===== src/rtl/ftg_pkg.sv =====
package ftg_pkg;
  parameter int unsigned HW = 12;
  parameter int unsigned VW = 11;
  localparam int unsigned NSETS = 4;
  localparam int unsigned SW = $clog2(NSETS);
  localparam int unsigned NPOL = 4;
  localparam int unsigned POL_DE = 0;
  localparam int unsigned POL_HS = 1;
  localparam int unsigned POL_VS = 2;
  localparam int unsigned POL_CK = 3;

  typedef logic [HW-1:0] hval_t;
  typedef logic [VW-1:0] vval_t;
  typedef logic [SW-1:0] sel_t;

  typedef struct packed {
    vval_t sync;
    vval_t back;
    vval_t front;
    logic  half;
  } vset_t;

  function automatic hval_t line_total(input hval_t s, input hval_t b,
                                       input hval_t a, input hval_t f);
    return s + b + a + f;
  endfunction

  function automatic hval_t half_line(input hval_t tot);
    return tot >> 1;
  endfunction

  function automatic vval_t field_total(input vset_t v, input vval_t act);
    return v.sync + v.back + act + v.front;
  endfunction

  // set index is {eye, field}
  function automatic sel_t next_set(input sel_t cur, input logic il, input logic st);
    case ({st, il})
      2'b11:   return cur + 1'b1;
      2'b01:   return {1'b0, ~cur[0]};
      2'b10:   return {~cur[1], 1'b0};
      default: return '0;
    endcase
  endfunction
endpackage


===== src/rtl/ftg_hcount.sv =====
module ftg_hcount
  import ftg_pkg::*;
(
  input  logic  clk,
  input  logic  rst_n,
  input  logic  clr,
  input  logic  run,
  input  hval_t sync_len,
  input  hval_t back_len,
  input  hval_t act_len,
  input  hval_t front_len,
  output hval_t hcnt,
  output hval_t hhalf,
  output hval_t hofs,
  output logic  line_end,
  output logic  hs_raw,
  output logic  h_act
);
  hval_t htot;
  hval_t act_start;

  assign htot      = line_total(sync_len, back_len, act_len, front_len);
  assign hhalf     = half_line(htot);
  assign act_start = sync_len + back_len;
  assign line_end  = (hcnt == htot - 1'b1);
  assign hs_raw    = (hcnt < sync_len);
  assign h_act     = (hcnt >= act_start) && (hcnt < act_start + act_len);
  assign hofs      = hcnt - act_start;

  always_ff @(posedge clk or negedge rst_n) begin
    if (!rst_n)      hcnt <= '0;
    else if (clr)    hcnt <= '0;
    else if (run)    hcnt <= line_end ? '0 : hcnt + 1'b1;
  end


  line_len_chk: assert property (@(posedge clk) disable iff (!rst_n)
    run |-> (hcnt < htot));
endmodule


===== src/rtl/ftg_vcount.sv =====
module ftg_vcount
  import ftg_pkg::*;
(
  input  logic               clk,
  input  logic               rst_n,
  input  logic               clr,
  input  logic               run,
  input  logic               line_end,
  input  hval_t              hcnt,
  input  hval_t              hhalf,
  input  logic               il_mode,
  input  logic               st_mode,
  input  vval_t              act_len,
  input  logic [NSETS*VW-1:0] sync_bus,
  input  logic [NSETS*VW-1:0] back_bus,
  input  logic [NSETS*VW-1:0] front_bus,
  input  logic [NSETS-1:0]   half_bits,
  output vval_t              vcnt,
  output sel_t               sel,
  output vval_t              vofs,
  output logic               vs_raw,
  output logic               v_act
);
  vset_t sets [NSETS];
  vset_t cur;
  vval_t vtot;
  vval_t act_start;
  logic  last_line;
  logic  field_end;

  for (genvar g = 0; g < NSETS; g++) begin : g_unpack
    assign sets[g] = '{sync:  sync_bus[g*VW +: VW],
                       back:  back_bus[g*VW +: VW],
                       front: front_bus[g*VW +: VW],
                       half:  half_bits[g]};
  end

  assign cur       = sets[sel];
  assign vtot      = field_total(cur, act_len);
  assign act_start = cur.sync + cur.back;
  assign last_line = (vcnt == vtot - 1'b1);
  assign field_end = line_end && last_line;
  assign v_act     = (vcnt >= act_start) && (vcnt < act_start + act_len);
  assign vofs      = vcnt - act_start;

  assign vs_raw = cur.half
    ? (((vcnt != '0) || (hcnt >= hhalf)) &&
       ((vcnt < cur.sync) || ((vcnt == cur.sync) && (hcnt < hhalf))))
    : (vcnt < cur.sync);

  always_ff @(posedge clk or negedge rst_n) begin
    if (!rst_n) begin
      vcnt <= '0;
      sel  <= '0;
    end else if (clr) begin
      vcnt <= '0;
      sel  <= '0;
    end else if (run && line_end) begin
      if (last_line) begin
        vcnt <= '0;
        sel  <= next_set(sel, il_mode, st_mode);
      end else begin
        vcnt <= vcnt + 1'b1;
      end
    end
  end


  half_rise_chk: assert property (@(posedge clk) disable iff (!rst_n)
    ($rose(vs_raw) && cur.half) |-> (hcnt == hhalf));


  seq_il_chk: assert property (@(posedge clk) disable iff (!rst_n)
    (run && field_end && il_mode && !st_mode) |=> ((sel[0] != $past(sel[0])) && !sel[1]));


  seq_prog_chk: assert property (@(posedge clk) disable iff (!rst_n)
    (run && field_end && !il_mode && !st_mode) |=> (sel == '0));
endmodule


===== src/rtl/ftg_outreg.sv =====
module ftg_outreg
  import ftg_pkg::*;
(
  input  logic            clk,
  input  logic            rst_n,
  input  logic            run,
  input  logic            hs_raw,
  input  logic            vs_raw,
  input  logic            de_raw,
  input  sel_t            sel,
  input  hval_t           hofs,
  input  vval_t           vofs,
  input  logic [NPOL-1:0] pol,
  output logic            hsync_o,
  output logic            vsync_o,
  output logic            de_o,
  output logic            pclk_inv_o,
  output logic            field_o,
  output logic            eye_o,
  output hval_t           hpos_o,
  output vval_t           vpos_o
);
  always_ff @(posedge clk or negedge rst_n) begin
    if (!rst_n) begin
      hsync_o    <= 1'b0;
      vsync_o    <= 1'b0;
      de_o       <= 1'b0;
      pclk_inv_o <= 1'b0;
      field_o    <= 1'b0;
      eye_o      <= 1'b0;
      hpos_o     <= '0;
      vpos_o     <= '0;
    end else begin
      hsync_o    <= (run & hs_raw) ^ pol[POL_HS];
      vsync_o    <= (run & vs_raw) ^ pol[POL_VS];
      de_o       <= (run & de_raw) ^ pol[POL_DE];
      pclk_inv_o <= pol[POL_CK];
      field_o    <= run & sel[0];
      eye_o      <= run & sel[1];
      hpos_o     <= (run && de_raw) ? hofs : '0;
      vpos_o     <= (run && de_raw) ? vofs : '0;
    end
  end


  idle_level_chk: assert property (@(posedge clk) disable iff (!rst_n)
    !run |=> ((de_o == $past(pol[POL_DE])) && (hsync_o == $past(pol[POL_HS])) &&
              (vsync_o == $past(pol[POL_VS])) && !field_o && !eye_o));


  clk_pol_chk: assert property (@(posedge clk) disable iff (!rst_n)
    pol[POL_CK] |=> pclk_inv_o);
endmodule


===== src/rtl/field_timing_gen.sv =====
module field_timing_gen
  import ftg_pkg::*;
(
  input  logic                clk,
  input  logic                rst_n,
  input  logic                enable,
  input  logic                soft_rst,
  input  logic                il_mode,
  input  logic                st_mode,
  input  logic [HW-1:0]       h_sync_len,
  input  logic [HW-1:0]       h_back_len,
  input  logic [HW-1:0]       h_act_len,
  input  logic [HW-1:0]       h_front_len,
  input  logic [VW-1:0]       v_act_len,
  input  logic [NSETS*VW-1:0] v_sync_len,
  input  logic [NSETS*VW-1:0] v_back_len,
  input  logic [NSETS*VW-1:0] v_front_len,
  input  logic [NSETS-1:0]    v_half,
  input  logic [NPOL-1:0]     pol_inv,
  output logic                hsync_o,
  output logic                vsync_o,
  output logic                de_o,
  output logic                pclk_inv_o,
  output logic                field_o,
  output logic                eye_o,
  output logic [HW-1:0]       hpos_o,
  output logic [VW-1:0]       vpos_o
);
  logic  run;
  logic  line_end;
  logic  hs_raw;
  logic  h_act;
  logic  vs_raw;
  logic  v_act;
  logic  de_raw;
  hval_t hcnt;
  hval_t hhalf;
  hval_t hofs;
  vval_t vcnt;
  vval_t vofs;
  sel_t  sel;

  assign run    = enable && !soft_rst;
  assign de_raw = h_act && v_act;

  ftg_hcount u_h (
    .clk(clk), .rst_n(rst_n), .clr(soft_rst), .run(run),
    .sync_len(h_sync_len), .back_len(h_back_len),
    .act_len(h_act_len), .front_len(h_front_len),
    .hcnt(hcnt), .hhalf(hhalf), .hofs(hofs),
    .line_end(line_end), .hs_raw(hs_raw), .h_act(h_act)
  );

  ftg_vcount u_v (
    .clk(clk), .rst_n(rst_n), .clr(soft_rst), .run(run),
    .line_end(line_end), .hcnt(hcnt), .hhalf(hhalf),
    .il_mode(il_mode), .st_mode(st_mode), .act_len(v_act_len),
    .sync_bus(v_sync_len), .back_bus(v_back_len),
    .front_bus(v_front_len), .half_bits(v_half),
    .vcnt(vcnt), .sel(sel), .vofs(vofs),
    .vs_raw(vs_raw), .v_act(v_act)
  );

  ftg_outreg u_o (
    .clk(clk), .rst_n(rst_n), .run(run),
    .hs_raw(hs_raw), .vs_raw(vs_raw), .de_raw(de_raw),
    .sel(sel), .hofs(hofs), .vofs(vofs), .pol(pol_inv),
    .hsync_o(hsync_o), .vsync_o(vsync_o), .de_o(de_o),
    .pclk_inv_o(pclk_inv_o), .field_o(field_o), .eye_o(eye_o),
    .hpos_o(hpos_o), .vpos_o(vpos_o)
  );


  de_sync_chk: assert property (@(posedge clk) disable iff (!rst_n)
    de_raw |-> !hs_raw);


  srst_clear_chk: assert property (@(posedge clk) disable iff (!rst_n)
    soft_rst |=> ((hcnt == '0) && (vcnt == '0) && (sel == '0)));


  freeze_chk: assert property (@(posedge clk) disable iff (!rst_n)
    (!enable && !soft_rst) |=> ($stable(hcnt) && $stable(vcnt) && $stable(sel)));
endmodule


===== config.mk =====
export PLATFORM = sky130hd
export DESIGN_NAME = field_timing_gen
export DESIGN_NICKNAME = d
export VERILOG_FILES = /design/src/rtl/ftg_pkg.sv /design/src/rtl/ftg_hcount.sv /design/src/rtl/ftg_vcount.sv /design/src/rtl/ftg_outreg.sv /design/src/rtl/field_timing_gen.sv
export SDC_FILE = /design/constraint.sdc
export NUM_CORES = 1
export LEC_CHECK = 0
export BUFFER_PORTS_ARGS = -buffer_cell sky130_fd_sc_hd__buf_2
export CORE_MARGIN = 5
export CORE_UTILIZATION = 45
export CTS_CLUSTER_DIAMETER = 100
export CTS_CLUSTER_SIZE = 8
export DETAILED_ROUTE_END_ITERATION = 10
export PLACE_DENSITY = 0.7
export SLEW_MARGIN = 20
export SYNTH_ARGS = -nofsm -noshare
export SYNTH_HDL_FRONTEND = slang
export SYNTH_SLANG_ARGS = --single-unit

===== constraint.sdc =====
create_clock -name clk -period 8.3 [get_ports clk]
set_input_delay 0.83 -clock clk [delete_from_list [all_inputs] [get_ports clk]]
set_output_delay 0.83 -clock clk [all_outputs]
set_load 0.005 [all_outputs]

## Word-level counts from Yosys, hierarchy flattened

Index checks and enable logic that the tools add are counted.

| word-level totals | value |
|---|---|
| output and inout bits | 29 |
| bits in read-only memories | 0 |
| bits in latches | 0 |
| bits in registers | 54 |
| memories kept | 0 |
| word-level logic and storage cells | 82 |
| memory bits (writable) | 0 |

| operators by class | value |
|---|---|
| bitwise logic cells | 11 |
| add/sub/neg operators | 13 |
| div/mod/pow operators | 0 |
| $lt $le $gt $ge | 9 |
| muxes and demuxes | 16 |
| shift operators | 0 |
| eq/ne operators | 6 |
| $mul | 0 |
| reductions and logical operators | 16 |

Operators with widths:

| operator | number |
|---|---|
| 34-bit binary-select mux with 2-bit select | 1 |
| 34-bit 2-to-1 mux | 2 |
| 12-bit 2-to-1 mux | 4 |
| 11-bit 2-to-1 mux | 4 |
| 12-bit adder | 3 |
| 11-bit adder | 3 |
| 12-bit < comparator | 2 |
| 11-bit equality test | 2 |
| 11-bit < comparator | 2 |
| 12-bit by 1-bit adder with 12-bit output, second input constant | 1 |
| 12-bit equality test | 1 |
| 12-bit by 11-bit >= comparator with 1-bit output | 1 |
| 12-bit >= comparator | 1 |
| 12-bit by 11-bit < comparator with 1-bit output | 1 |
| 12-bit by 1-bit subtractor with 12-bit output, second input constant | 1 |
| 12-bit subtractor | 1 |
| 11-bit by 1-bit adder with 11-bit output, second input constant | 1 |
| 11-bit >= comparator | 1 |
| 11-bit nonzero test | 1 |
| 11-bit by 1-bit subtractor with 11-bit output, second input constant | 1 |
| 11-bit subtractor | 1 |
| 1-bit logical AND | 8 |
| 2-bit 2-to-1 mux | 3 |
| 2-bit one-hot mux with 3 select lines | 1 |
| other kinds (13) | 24 |

## Longest topological paths before layout

| depth | value |
|---|---|
| depth after elaboration | 12 |
| mapped depth | 29 |
| gate-level depth less buffers | 28 |

## Modules after synthesis

A second synthesis with hierarchy kept.

| second synthesis, totals | value |
|---|---|
| cell total of the unflattened synthesis | 1,077 |
| area, all modules | 9,277.6 um^2 |

By module, submodules not included:

| module | times used | area an instance (um^2) | sequential area each (um^2) | cells an instance |
|---|---|---|---|---|
| ftg_vcount | 1 | 4,436.8 | 325.3 | 513 |
| ftg_hcount | 1 | 3,841.2 | 300.3 | 497 |
| ftg_outreg | 1 | 979.7 | 725.7 | 65 |
| field_timing_gen | 1 | 20.0 | 0.0 | 2 |

## Least setup slack after synthesis

Ideal clock, no wire load.

| timing path | value |
|---|---|
| kind | flip-flop to flip-flop |
| start point | reg u_v.sel[0] |
| end point | reg u_v.sel[0] |
| arrival | 6.425 ns |
| path slack | 1.809 ns |
| stages on the path, launching flop included | 26 |
| clock period less this slack | 6.491 ns |
| setup time | 0.066 ns |
| path through | dfrtp_1 clkbuf_1 clkbuf_1 mux4_2 ha_1 a21o_1 a21oi_1 o21bai_1 a21oi_1 o21bai_1 a21oi_1 xnor2_1 ha_1 or3_1 o21ai_0 xor2_1 ha_1 inv_1 ha_1 o41ai_1 xnor2_1 nor4bb_1 nand2_1 mux2_2 or4b_1 nand2_1 |

| between the ends | value |
|---|---|
| longest elaborated chain between the ends | 11 |
| elaborated cells between the ends (all ways) | 17 |

Ends and longest elaborated chain:

| item | line | source |
|---|---|---|
| start, declared | ftg_vcount.sv:19 | `output sel_t sel,` |
| start signal, assigned | ftg_vcount.sv:61 | `sel <= next_set(sel, il_mode, st_mode);` |
| 2-bit NOT with 3-bit output (not written as such) | ftg_vcount.sv:38 | `assign cur = sets[sel];` |
| 34-bit binary-select mux with 2-bit select | ftg_vcount.sv:38 |  |
| 34-bit 2-to-1 mux (not written as such) (2 in series) | ftg_vcount.sv:38 |  |
| 11-bit adder (3 in series) | ftg_pkg.sv:33 | `return v.sync + v.back + act + v.front;` |
| 11-bit by 1-bit subtractor with 11-bit output | ftg_vcount.sv:41 | `assign last_line = (vcnt == vtot - 1'b1);` |
| 11-bit equality test | ftg_vcount.sv:41 |  |
| 2-bit nonzero test (no source line) | - |  |
| 2-bit AND reduction (no source line) | - |  |

Several ways; a longest one is shown, not always the timed one. The select of a mux whose other input is x is not followed.
A chain may end at the register's enable or synchronous reset.

## Worst setup path in the final report

| timing path | value |
|---|---|
| start point | reg u_v.sel[0] |
| end point | reg u_v.vcnt[7] |

| between the ends | value |
|---|---|
| longest elaborated chain between the ends | 12 |

Ends and longest elaborated chain:

| item | line | source |
|---|---|---|
| 2-bit NOT with 3-bit output (not written as such) (*) | ftg_vcount.sv:38 |  |
| 34-bit binary-select mux with 2-bit select (*) | ftg_vcount.sv:38 |  |
| 34-bit 2-to-1 mux (not written as such) (*) (2 in series) | ftg_vcount.sv:38 |  |
| 11-bit adder (2 in series) | ftg_pkg.sv:33 |  |
| 11-bit adder (*) | ftg_pkg.sv:33 |  |
| 11-bit by 1-bit subtractor with 11-bit output (*) | ftg_vcount.sv:41 |  |
| 11-bit equality test (*) | ftg_vcount.sv:41 |  |
| 11-bit 2-to-1 mux (*) | ftg_vcount.sv:59 | `if (last_line) begin` |
| 11-bit 2-to-1 mux (*) | ftg_vcount.sv:58 | `end else if (run && line_end) begin` |
| 11-bit 2-to-1 mux (*) | ftg_vcount.sv:55 | `end else if (clr) begin` |
| end signal, assigned | ftg_vcount.sv:63 | `vcnt <= vcnt + 1'b1;` |
| end, declared | ftg_vcount.sv:18 | `output vval_t vcnt,` |

Every way passes the cells marked *; elsewhere a longest branch is shown, timed or not. The select of a mux whose other input is x is not followed.

==> results_dict.tcl <==
set metrics [dict create \
    crit_fanout 17 \
    r2r_slack_ns 1.52 \
    num_vias 8691 \
    routedWlPerCell_um 16.71 \
    clock-sinks 54 \
    syn2layout_area_growth_pct 17.40 \
    synth_xor_area_frac 0.09127 \
    grt_max_degree 55 \
    track_usage 0.2218 \
    p_per_area_nw_per_um2 185.9 \
    utilization 0.5317 \
    skew_ns 0.004827 \
    outcome "finished, final reports clean" \
    p_clk_frac 0.111 \
    synth_top_family_by_area "adder cells" \
    r2r-start "u_v.sel[0]" \
    internal_power_uw 1041 \
    synthMuxAreaShare 0.08893 \
    dieHeight_um 152.0 \
    hold_depth 1 \
    worstPathRequired_ns 8.46 \
    drt_first_pass_iters 5 \
    cts_buffer_depth 2 \
    power_frac_seq 0.136 \
    slew-limit-headroom 0.5023 \
    ys_top_cells_by_area "ha_1, dfrtp_1, mux4_2" \
    finalMaxSlewViolations 0 \
    slowest_delay_ns 0.72 \
    synth_most_common_cell "ha_1" \
    cts_tree "done" \
    clk_latency_ns 0.30 \
    synthAdderAreaFrac 0.2327 \
    placement.io_buffers 233 \
    cts_buffers 5 \
    ys_seq_area_frac 0.1489 \
    yosysTopAreaCell "ha_1" \
    synth-seq-cells 54 \
    antenna_found_initial 1 \
    viasPerCell 5.550 \
    post_cts_buffers 0 \
    fmax_ghz 0.1475 \
    syn-num-nets 1448 \
    h-tree-depth 2 \
    p_leak_uw 0.005468 \
    ys_types 71 \
    maxCapViolCount 0 \
    ant_nets 0 \
    register_area_um2 1353 \
    cts.repair.resized 0 \
    setup_viol 0 \
    routed_wl_um 26170 \
    whs_ns 0.6258 \
    coreArea_um2 20040 \
    switching_share 0.4746 \
    cts_hold_buffers 0 \
    crit_slowest_cell "dfrtp_2" \
    final_nets 1663 \
    multi_input_area_um2 7059 \
    die-area_um2 23110 \
    synth_compound_area_frac 0.1962 \
    total_power_uw 1981 \
    dr.first_iter.drc_count 646 \
    start_kind "register" \
    num_rows 52 \
    syn_area_um2 9075 \
    rsz0062_at_grt "no" \
    end_kind "register" \
    hp-class "input port to register" \
    hold_start "pol_inv[3]" \
    period_minus_slack_ns 6.781 \
    setup_tns_ns 0 \
    num-fill-cells 1990 \
    syn_inst 1079 \
    power_frac_comb 0.753 \
    p_sw_uw 940.2 \
    synth_edf_count 0 \
    async_flop_share 1.000 \
    globalplace.congestion 0.9287 \
    synthSimpleGateAreaFrac 0.1688 \
    initial_utilization 0.4529 \
    finalCritPeriodShare 0.8170 \
    finalHoldViolations 0 \
    synth_ff_type "dfrtp_1" \
    syn_area_per_cell_um2 8.411 \
    yosysWarningCount 0 \
    r2r_cells 25 \
    clk_pin_slew_ns 0.07 \
    grt_pass1_wl_um 42950 \
    netlist.area_leader.share 0.2151 \
    worstMarginPinSlew_ns 0.7466 \
    cp.arrival_ns 6.94 \
    place_hpwl_um 21970 \
    grt_pass1_vias 8720 \
    r2r_end "u_v.vcnt[7]" \
    netlist_top_cells_count "ha_1, inv_1, a21oi_1" \
    path_class "register to register" \
    io_pins 234 \
    die_x_um 152.0 \
    crit_top_cell "ha_1" \
    drc 0 \
    min_to "u_o.pclk_inv_o" \
    drive_gt1_frac 0.2263 \
    cts_root_buf "clkbuf_16" \
    grt-ovfl-total 0 \
    ir_worst_vdd_mv 0.09240 \
]
how the worst max path moves through the flow:
stage / from / to / slack [ns] / cells after the start
CTS: u_v.sel[0] / u_v.sel[0] / 1.49 / 25
floorplan: u_v.sel[0] / u_v.sel[0] / 1.81 / 25
finish: u_v.sel[0] / u_v.vcnt[7] / 1.52 / 25
global placement: h_sync_len[0] / u_v.sel[0] / 1.52 / 22
global route: u_v.sel[0] / u_v.vcnt[3] / 1.02 / 25
detailed placement: h_sync_len[0] / u_v.vcnt[7] / 1.33 / 22
through the flow:
step           instance area [µm²]  worst slack [ns]  cells
2_1_floorplan                 9075             1.809   1079
3_3_place_gp                 10500             1.520   1557
3_5_place_dp                 10500             1.330   1557
4_1_cts                      10650             1.495   1565
5_1_grt                      10650             1.019   1566
6_report                     10650             1.519   1566
placed cells by master (no fill, tap or decap), types with 11 or more instances in the layout:
master    netlist  routed
o21ai_0        64      64
dfrtp_1        54      53
mux4_2         34      34
a211oi_1       11      11
o211ai_1       12      12
a21o_1         31      31
a21oi_1        70      70
nor2_1         40      40
nand2b_1       16      16
nor2b_1        18      18
or3_1          17      17
nor3_1         28      28
nand3_1        30      30
ha_1          156     156
xor2_1         35      35
nand2_1        61      61
nor4_1         13      13
buf_2           3     233
inv_1         147     147
xnor2_1        49      49
nand4_1        15      15
registers in the layout, indices dropped and copies added (netlist names):
name and count:
u_o.hpos_o 12, u_o.pclk_inv_o 1, u_o.vsync_o 1, u_h.hcnt 12
u_o.hsync_o 1, u_o.field_o 1, u_o.vpos_o 11, u_o.eye_o 1
u_v.vcnt 11, u_o.de_o 1, u_v.sel 2
power groups by stage:
stage	Clock, µW	Combinational, µW	Sequential [µW]
2_1_floorplan	0	1150	272
3_3_place_gp	0	1450	274
3_5_place_dp	0	1470	275
4_1_cts	228	1490	269
5_1_grt	240	1680	270
6_report	220	1490	269
cell families after synthesis:
kind of cell               count (synthesis)
and+or+nand+nor                          287
buffers and inverters                    176
xor gates and xnor gates                  88
DFF                                       54
adders and majority gates                164
muxes                                     38
AOI/OAI and AO/OA                        272
metal layers:
| layer | vias up | routed length (µm) | global-route usage |
|---|---|---|---|
| met5 | - | 0 | 0 |
| met1 | 4034 | 12390 | 0.3158 |
| li1 | 4365 | - | - |
| met2 | 259 | 11930 | 0.3626 |
| met4 | 0 | 401 | 0.04752 |
| met3 | 33 | 1451 | 0.02787 |
critical path, delay by kind of cell (launching register included):
| kind | cells | cell delay, ns |
|---|---|---|
| buffers and inverters | 2 | 0.10 |
| adders and majority gates | 4 | 1.09 |
| DFF | 1 | 0.72 |
| muxes | 2 | 0.98 |
| xor gates and xnor gates | 3 | 0.75 |
| and+or+nand+nor | 4 | 1.23 |
| AOI/OAI and AO/OA | 10 | 1.76 |
final cells by class:
| type | instances | area share |
|---|---|---|
| Inverter | 147 | 0.05179 |
| Clock buffer | 5 | 0.01174 |
| Multi-Input combinational cell | 849 | 0.6626 |
| Timing Repair Buffer | 237 | 0.1123 |
| Clock inverter | 3 | 0.002701 |
| Antenna cell | 1 | 0.0002349 |
| Sequential cell | 54 | 0.1270 |
| Tap cell | 270 | 0.03171 |
Note: power is estimated with default switching activity, not from simulation.
